===== src/rtl/sdcs_pkg.sv =====
package sdcs_pkg;
  typedef enum logic [2:0] {
    ST_IDLE, ST_PRE_REQ, ST_PRE_WAIT, ST_MAIN_REQ, ST_MAIN_WAIT
  } seq_state_e;

  localparam int EV_W     = 6;
  localparam int EV_RESP  = 0;
  localparam int EV_DEND  = 1;
  localparam int EV_DAVL  = 2;
  localparam int EV_SPACE = 3;
  localparam int EV_TMO   = 4;
  localparam int EV_ERR   = 5;

  localparam logic [1:0] LEN_NONE  = 2'd0;
  localparam logic [1:0] LEN_SHORT = 2'd1;
  localparam logic [1:0] LEN_LONG  = 2'd2;

  localparam int IX_GO_IDLE   = 0;
  localparam int IX_IO_COND   = 5;
  localparam int IX_SELECT    = 7;
  localparam int IX_STOP      = 12;
  localparam int IX_RD_MULTI  = 18;
  localparam int IX_SET_COUNT = 23;
  localparam int IX_WR_SINGLE = 24;
  localparam int IX_WR_MULTI  = 25;
  localparam int IX_IO_DIRECT = 52;
  localparam int IX_APP_PFX   = 55;
endpackage


===== src/rtl/sdcs_decode.sv =====
module sdcs_decode
  import sdcs_pkg::*;
#(
  parameter int IDX_W = 6
) (
  input  logic [IDX_W-1:0] idx_i,
  input  logic             app_i,
  input  logic             pre_en_i,
  output logic             need_pre_o,
  output logic             is_stop_o,
  output logic             is_write_o,
  output logic             fb_timeout_o,
  output logic             fb_resp_o,
  output logic             is_app_pfx_o
);
  function automatic logic hit(input logic [IDX_W-1:0] v, input int c);
    return v == IDX_W'(c);
  endfunction

  always_comb begin
    need_pre_o   = !app_i && pre_en_i && (hit(idx_i, IX_RD_MULTI) || hit(idx_i, IX_WR_MULTI));
    is_stop_o    = !app_i && hit(idx_i, IX_STOP);
    is_write_o   = !app_i && (hit(idx_i, IX_WR_SINGLE) || hit(idx_i, IX_WR_MULTI));
    fb_timeout_o = !app_i && (hit(idx_i, IX_IO_DIRECT) || hit(idx_i, IX_IO_COND));
    fb_resp_o    = !app_i && (hit(idx_i, IX_GO_IDLE) || hit(idx_i, IX_SELECT));
    is_app_pfx_o = hit(idx_i, IX_APP_PFX);
  end
endmodule


===== src/rtl/sdcs_event_gen.sv =====
module sdcs_event_gen
  import sdcs_pkg::*;
(
  input  logic [1:0]      len_i,
  input  logic            has_data_i,
  input  logic            is_stop_i,
  input  logic            is_write_i,
  input  logic            fb_timeout_i,
  input  logic            fb_resp_i,
  output logic [EV_W-1:0] ev_o,
  output logic            set_space_o,
  output logic            clr_space_o,
  output logic            set_dav_o
);
  logic has_rsp;
  assign has_rsp = (len_i == LEN_SHORT) || (len_i == LEN_LONG);

  always_comb begin
    ev_o        = '0;
    set_space_o = 1'b0;
    clr_space_o = 1'b0;
    set_dav_o   = 1'b0;
    if (has_rsp) begin
      ev_o[EV_RESP] = 1'b1;
      if (len_i == LEN_SHORT && is_write_i) begin
        set_space_o    = 1'b1;
        ev_o[EV_SPACE] = 1'b1;
      end
      if (is_stop_i) begin
        clr_space_o   = 1'b1;
        ev_o[EV_DEND] = 1'b1;
      end else if (has_data_i) begin
        set_dav_o     = 1'b1;
        ev_o[EV_DAVL] = 1'b1;
      end else begin
        ev_o[EV_DEND] = 1'b1;
      end
    end else begin
      if (fb_timeout_i) begin
        ev_o[EV_TMO] = 1'b1;
        ev_o[EV_ERR] = 1'b1;
      end
      if (fb_resp_i) ev_o[EV_RESP] = 1'b1;
    end
  end
endmodule


===== src/rtl/sdcs_resp_pack.sv =====
module sdcs_resp_pack
  import sdcs_pkg::*;
#(
  parameter int WORD_W = 32,
  parameter int RSP_W  = 128
) (
  input  logic                clk_i,
  input  logic                rst_ni,
  input  logic                load_i,
  input  logic [1:0]          len_i,
  input  logic [RSP_W-1:0]    data_i,
  output logic [RSP_W-1:0]    words_o
);
  localparam int NW = RSP_W / WORD_W;

  logic [RSP_W-1:0] shifted;
  assign shifted = data_i >> 8;

  for (genvar w = 0; w < NW; w++) begin : g_word
    logic [WORD_W-1:0] q;
    always_ff @(posedge clk_i or negedge rst_ni) begin
      if (!rst_ni) begin
        q <= '0;
      end else if (load_i && len_i == LEN_LONG) begin
        q <= shifted[w*WORD_W +: WORD_W];
      end else if (load_i && len_i == LEN_SHORT && w == 0) begin
        q <= data_i[RSP_W-1 -: WORD_W];
      end
    end
    assign words_o[w*WORD_W +: WORD_W] = q;
  end
endmodule


===== src/rtl/sdcs_seq_ctrl.sv =====
module sdcs_seq_ctrl
  import sdcs_pkg::*;
(
  input  logic clk_i,
  input  logic rst_ni,
  input  logic start_i,
  input  logic need_pre_i,
  input  logic req_ready_i,
  input  logic rsp_valid_i,
  output logic req_valid_o,
  output logic pre_phase_o,
  output logic busy_o,
  output logic accept_o,
  output logic finish_o
);
  seq_state_e state_q, state_d;

  always_ff @(posedge clk_i or negedge rst_ni) begin
    if (!rst_ni) state_q <= ST_IDLE;
    else         state_q <= state_d;
  end

  always_comb begin
    state_d = state_q;
    unique case (state_q)
      ST_IDLE:      if (start_i)     state_d = need_pre_i ? ST_PRE_REQ : ST_MAIN_REQ;
      ST_PRE_REQ:   if (req_ready_i) state_d = ST_PRE_WAIT;
      ST_PRE_WAIT:  if (rsp_valid_i) state_d = ST_MAIN_REQ;
      ST_MAIN_REQ:  if (req_ready_i) state_d = ST_MAIN_WAIT;
      ST_MAIN_WAIT: if (rsp_valid_i) state_d = ST_IDLE;
      default:                       state_d = ST_IDLE;
    endcase
  end

  assign req_valid_o = (state_q == ST_PRE_REQ) || (state_q == ST_MAIN_REQ);
  assign pre_phase_o = (state_q == ST_PRE_REQ) || (state_q == ST_PRE_WAIT);
  assign busy_o      = state_q != ST_IDLE;
  assign accept_o    = start_i && (state_q == ST_IDLE);
  assign finish_o    = (state_q == ST_MAIN_WAIT) && rsp_valid_i;
endmodule


===== src/rtl/sd_cmd_seq.sv =====
module sd_cmd_seq
  import sdcs_pkg::*;
#(
  parameter int IDX_W    = 6,
  parameter int IDX_LSB  = 24,
  parameter int PRE_BIT  = 3,
  parameter int REG_W    = 32,
  parameter int ARG_W    = 32,
  parameter int BLK_W    = 16,
  parameter int WORD_W   = 32,
  parameter int RSP_W    = 128
) (
  input  logic              clk_i,
  input  logic              rst_ni,
  input  logic              cmd_wr_i,
  input  logic [REG_W-1:0]  cmd_wdata_i,
  input  logic [ARG_W-1:0]  arg_i,
  input  logic [BLK_W-1:0]  blk_count_i,
  output logic              req_valid_o,
  input  logic              req_ready_i,
  output logic [IDX_W-1:0]  req_index_o,
  output logic [ARG_W-1:0]  req_arg_o,
  input  logic              rsp_valid_i,
  input  logic [1:0]        rsp_len_i,
  input  logic [RSP_W-1:0]  rsp_data_i,
  input  logic              card_has_data_i,
  output logic [WORD_W-1:0] resp0_o,
  output logic [WORD_W-1:0] resp1_o,
  output logic [WORD_W-1:0] resp2_o,
  output logic [WORD_W-1:0] resp3_o,
  output logic [EV_W-1:0]   evt_o,
  output logic              space_avail_o,
  output logic              data_avail_o,
  output logic              cmd_inhibit_o,
  output logic              app_mode_o
);
  localparam int NW = RSP_W / WORD_W;

  logic [IDX_W-1:0] idx_q, idx_sel;
  logic             pre_en_q, pre_en_sel;
  logic [ARG_W-1:0] arg_q;
  logic [BLK_W-1:0] blk_q;
  logic             app_q, space_q, dav_q;
  logic [EV_W-1:0]  evt_q;

  logic busy, accept, finish, pre_phase;
  logic need_pre, is_stop, is_write, fb_timeout, fb_resp, is_app_pfx;
  logic [EV_W-1:0] ev_d;
  logic set_space, clr_space, set_dav;
  logic [RSP_W-1:0] words;
  logic unused_wdata;

  assign unused_wdata = ^cmd_wdata_i;

  // While idle the decoder looks at the incoming word; afterwards at the latch
  assign idx_sel    = busy ? idx_q    : cmd_wdata_i[IDX_LSB +: IDX_W];
  assign pre_en_sel = busy ? pre_en_q : cmd_wdata_i[PRE_BIT];

  sdcs_decode #(.IDX_W(IDX_W)) u_dec (
    .idx_i        (idx_sel),
    .app_i        (app_q),
    .pre_en_i     (pre_en_sel),
    .need_pre_o   (need_pre),
    .is_stop_o    (is_stop),
    .is_write_o   (is_write),
    .fb_timeout_o (fb_timeout),
    .fb_resp_o    (fb_resp),
    .is_app_pfx_o (is_app_pfx)
  );

  sdcs_seq_ctrl u_ctrl (
    .clk_i       (clk_i),
    .rst_ni      (rst_ni),
    .start_i     (cmd_wr_i),
    .need_pre_i  (need_pre),
    .req_ready_i (req_ready_i),
    .rsp_valid_i (rsp_valid_i),
    .req_valid_o (req_valid_o),
    .pre_phase_o (pre_phase),
    .busy_o      (busy),
    .accept_o    (accept),
    .finish_o    (finish)
  );

  sdcs_event_gen u_evt (
    .len_i        (rsp_len_i),
    .has_data_i   (card_has_data_i),
    .is_stop_i    (is_stop),
    .is_write_i   (is_write),
    .fb_timeout_i (fb_timeout),
    .fb_resp_i    (fb_resp),
    .ev_o         (ev_d),
    .set_space_o  (set_space),
    .clr_space_o  (clr_space),
    .set_dav_o    (set_dav)
  );

  sdcs_resp_pack #(.WORD_W(WORD_W), .RSP_W(RSP_W)) u_pack (
    .clk_i   (clk_i),
    .rst_ni  (rst_ni),
    .load_i  (finish),
    .len_i   (rsp_len_i),
    .data_i  (rsp_data_i),
    .words_o (words)
  );

  always_ff @(posedge clk_i or negedge rst_ni) begin
    if (!rst_ni) begin
      idx_q    <= '0;
      pre_en_q <= 1'b0;
      arg_q    <= '0;
      blk_q    <= '0;
    end else if (accept) begin
      idx_q    <= cmd_wdata_i[IDX_LSB +: IDX_W];
      pre_en_q <= cmd_wdata_i[PRE_BIT];
      arg_q    <= arg_i;
      blk_q    <= blk_count_i;
    end
  end

  always_ff @(posedge clk_i or negedge rst_ni) begin
    if (!rst_ni) begin
      app_q   <= 1'b0;
      space_q <= 1'b0;
      dav_q   <= 1'b0;
      evt_q   <= '0;
    end else begin
      evt_q <= '0;
      if (accept) begin
        space_q <= 1'b0;
        dav_q   <= 1'b0;
      end else if (finish) begin
        evt_q   <= ev_d;
        app_q   <= is_app_pfx;
        space_q <= (space_q & ~clr_space) | set_space;
        dav_q   <= dav_q | set_dav;
      end
    end
  end

  assign req_index_o   = pre_phase ? IDX_W'(IX_SET_COUNT) : idx_q;
  assign req_arg_o     = pre_phase ? ARG_W'(blk_q) : arg_q;
  assign resp0_o       = words[0*WORD_W +: WORD_W];
  assign resp1_o       = words[1*WORD_W +: WORD_W];
  assign resp2_o       = words[2*WORD_W +: WORD_W];
  assign resp3_o       = words[(NW-1)*WORD_W +: WORD_W];
  assign evt_o         = evt_q;
  assign space_avail_o = space_q;
  assign data_avail_o  = dav_q;
  assign cmd_inhibit_o = busy;
  assign app_mode_o    = app_q;
endmodule


===== config.mk =====
export PLATFORM = sky130hd
export DESIGN_NAME = sd_cmd_seq
export DESIGN_NICKNAME = d
export VERILOG_FILES = /design/src/rtl/sdcs_pkg.sv /design/src/rtl/sdcs_decode.sv /design/src/rtl/sdcs_event_gen.sv /design/src/rtl/sdcs_resp_pack.sv /design/src/rtl/sdcs_seq_ctrl.sv /design/src/rtl/sd_cmd_seq.sv
export SDC_FILE = /design/constraint.sdc
export NUM_CORES = 1
export LEC_CHECK = 0
export BUFFER_PORTS_ARGS = -buffer_cell sky130_fd_sc_hd__buf_2
export CORE_ASPECT_RATIO = 0.9
export CORE_MARGIN = 8
export CORE_UTILIZATION = 35
export DETAILED_ROUTE_END_ITERATION = 8
export MAX_ROUTING_LAYER = met4
export SLEW_MARGIN = 30
export SYNTH_ARGS = -nofsm -noshare
export SYNTH_HDL_FRONTEND = slang
export SYNTH_HIERARCHICAL = 1
export SYNTH_SLANG_ARGS = --single-unit

===== constraint.sdc =====
create_clock -name clk_i -period 2.7 [get_ports clk_i]
set_clock_uncertainty 0.05 [all_clocks]
set_input_delay 0.27 -clock clk_i [delete_from_list [all_inputs] [get_ports clk_i]]
set_output_delay 0.27 -clock clk_i [all_outputs]
set_load 0.01 [all_outputs]

==> PnR_summary.wiki <==
{| class="wikitable"
! Metric !! Value
|-
| Endpoints failing setup || 0
|-
| Kind of start point of the critical path || flip-flop
|-
| Hold-critical path endpoint || u_pack/g_word[1].q[13]
|-
| Placed wire-length estimate || ~19,000 um
|-
| Area share of the largest cell type after synthesis || a little over half
|-
| Final-report hold violation count || 0
|-
| Seq pwr share || 36.5%
|-
| Final clock period utilization by the worst path || 94.92%
|-
| Top fanout value on the critical path || 9
|-
| Routing usage on met2 || 29.45%
|-
| First-pass GRT wire length || 40,990 um
|-
| Height of the chip || 166.2 um
|-
| Row cnt || 55
|-
| Number of maximum-capacitance constraint violations || 0
|-
| Clock tree from TritonCTS || yes
|-
| Worst IR drop on VDD || between 0.4 and 0.5 mV
|-
| Fmax achieved || 390.2 MHz
|-
| Fraction of the yosys area taken by sequential cells || 53.34%
|-
| Met1 usage in global routing || roughly a fifth
|-
| Clock insertion delay at the later pin of the skew report || 0.42 ns
|-
| Total Neg Setup Slack || 0 ns
|-
| Number of buffers on the longest clock path || 2
|-
| Async set-reset flop share out of synthesis || 100.0%
|-
| Prevailing post-synth register cell || dfrtp_1
|-
| Initial antenna violation count || 5
|-
| Worst hold-check slack || roughly 0.024 ns
|-
| Average wire per standard cell || around 18 um
|-
| Initial core utilization || 35.22%
|-
| Number of levels in the clock H-tree || 4
|-
| Total CTS buffers || 17
|-
| Via density per instance || 4.797
|-
| Gp weighted congestion || 0.7792
|-
| Per-instance average area after synthesis || 12.64 um2
|-
| Post-route antenna net violation count || 0
|-
| Share of total power in combinational logic || 42.8%
|-
| Share of cells above drive strength 1 || 57.82%
|-
| Most instantiated cells after synthesis || dfrtp_1 (187), mux2_2 (147), nor2_1 (39), a21oi_1 (36), or2_2 (36)
|-
| Switching power share of the total || 35.01%
|-
| Die span in x || between 150 and 200 um
|-
| Violation count after the first detailed-route iteration || between 300 and 400
|-
| Hold depth || 2
|-
| Critical register-to-register path startpoint || u_ctrl/state_q[2]
|-
| Number of enable-type register cells in the synthesized netlist || 0
|-
| Cells after synthesis || 694
|-
| GRT Overall Usage || roughly 17%
|-
| RSZ-0062 raised after global routing || no
|-
| Result of the run || complete, no violations
|-
| Number of gates given a new drive strength after cts || 0
|-
| Number of vias after detailed routing || just under 7,000
|-
| Die area || 0.03040 mm2
|-
| FF-to-FF path depth || 8
|-
| Slew at the pin with the worst max-slew slack || a little under 0.6 ns
|-
| Leading post-synthesis cells by cell area || dfrtp_1 (53%), mux2_2 (19%), mux2_4 (3.6%)
|-
| Register clock-pin slew on the reported worst setup and hold paths || 0.08 ns
|-
| Core Footprint || 0.02491 mm2
|-
| Most Crowded Layer GR || met2
|-
| Number of flip-flops and latches in the synthesized netlist || 187
|-
| Number of warnings issued by yosys || 6
|-
| Most numerous cell in the Yosys netlist || dfrtp_1
|-
| Static Leak || 0.006047 uW
|-
| Terminus of the critical flop-to-flop path || space_avail_o
|-
| Layout overhead on the synthesized area || 34.46%
|-
| Power Internal || 8100 uW
|-
| Synth Cell Area || 0.008773 mm2
|-
| Synth cell types || 46
|-
| Clock sinks || 187
|-
| Hold Path Origin || rsp_data_i[53]
|-
| Type of the worst setup path || flip-flop to flip-flop
|-
| Total global routing overflow || 0
|-
| Max-slew violation total from the final report || 0
|-
| Number of port buffers || 351
|-
| Number of global-route vias before repair || 7,290
|-
| Buffer type at the clock tree root || clkbuf_16
|-
| Buffers inserted during post-CTS setup optimization || 0
|-
| Nets@finish || 1,278
|-
| Worst slew margin || 61.02%
|-
| Pwr Density || 1057 mW/mm2
|-
| Cell type with the largest total area after synthesis || dfrtp_1
|-
| Nature of the critical path endpoint || flip-flop
|-
| Critical path data arrival time || ~2.8 ns
|-
| Post-detailed-route DRC marker count || 0
|-
| Worst hold path class || input port to flip-flop
|-
| Proportion of power drawn by the clock network || between 20% and 30%
|-
| I/O pin cnt || 393
|-
| Internal reg-to-reg setup slack || approximately 0.14 ns
|-
| Drt pass-1 iters || 4
|-
| Pin count of the biggest net entering global routing || 65
|-
| Utilization after layout || 47.35%
|-
| CP required || 2.95 ns
|-
| Drt total wl || 26,170 um
|-
| GR met3 Demand/Resource || 4.090%
|-
| Power spent charging and discharging nets || around 4400 uW
|-
| Clock period minus final worst setup slack || 2.563 ns
|}
worst max-delay path, cell delays in order (launching register included):
cell,delay [ns]
dfrtp_1,0.38
or3_4,0.47
mux2_4,0.36
or4bb_4,0.54
nor2_2,0.15
inv_1,0.07
nor2_1,0.09
nand2_1,0.07
a32o_1,0.26
layout by cell type (no fill, tap or decap), drive strengths merged, types with 18 or more instances in the layout:
cell	Yosys	layout
dfrtp	187	187
or2	36	36
clkbuf	13	18
nand3b	34	34
o32ai	32	32
nor3	32	32
dlygate4sd3	0	30
buf	48	371
nor2	39	39
mux2	168	168
a21oi	36	36
cells by family after synthesis:
kind of cell	synth area share [%]
multiplexers	22.58
flip-flops	53.34
AO/OA/AOI/OAI	6.218
other	0.04274
AND/OR/NAND/NOR	13.11
XOR/XNOR	0.09985
adder cells (fa/ha/maj)	0.1426
buffers and inverters	4.478
power groups by stage:
stage | registers [uW] | logic, uW | clock network, uW
2_1_floorplan | 4900 | 2960 | 0
3_3_place_gp | 4550 | 5340 | 0
3_5_place_dp | 4610 | 5390 | 0
4_1_cts | 4560 | 5450 | 2690
5_1_grt | 4720 | 5780 | 2780
6_report | 4550 | 5330 | 2580
area by class of cell:
cell class / instances / area (um2)
Fill cell: 2343 / 13120
Sequential cell: 187 / 4679
Multi-Input combinational cell: 448 / 3752
Timing Repair Buffer: 402 / 2298
Tap cell: 342 / 427.9
Clock buffer: 17 / 425.4
Clock inverter: 15 / 178.9
Inverter: 5 / 18.77
Antenna cell: 6 / 15.01
routing by layer:
layer	vias to the layer above	wire length [um]	share of wire (%)
li1	3210	-	-
met1	3350	10900	42
met2	233	13070	50
met3	29	1669	6.4
met4	0	530	2.0
met5	-	0	0
per-stage QoR:
step	area [um2]	std cells	total power [uW]	setup WS, ns
floorplan	8820	701	7856	0.06213
global placement	10880	1354	9890	0.1585
detailed placement	10880	1354	10000	0.1552
CTS	11780	1416	12690	0.1243
global route	11790	1421	13270	0.05548
finish	11800	1422	12460	0.1371
registers in the layout, summed over array words and instances, names as in the netlist:
register         flops
app_mode_o           1
arg_q               32
blk_q               16
data_avail_o         1
evt_o                6
idx_q                6
pre_en_q             1
space_avail_o        1
u_ctrl/state_q       3
u_pack/g_word.q    120
how the worst max path moves through the flow:
stage | startpoint | end | slack, ns | cells past startpoint
finish | u_ctrl/state_q[2] | space_avail_o | 0.14 | 8
global route | u_ctrl/state_q[2] | space_avail_o | 0.06 | 8
CTS | u_ctrl/state_q[2] | space_avail_o | 0.12 | 8
detailed placement | u_ctrl/state_q[2] | space_avail_o | 0.16 | 8
global placement | u_ctrl/state_q[2] | space_avail_o | 0.16 | 8
floorplan | u_ctrl/state_q[2] | space_avail_o | 0.06 | 10
timing repair:
action | 4_1_cts | 5_1_grt
setup endpoints to repair | 0 | 0
hold buffers | 30 | 0
hold endpoints to repair | 90 | 0
Power figures use the tool's default switching activity.
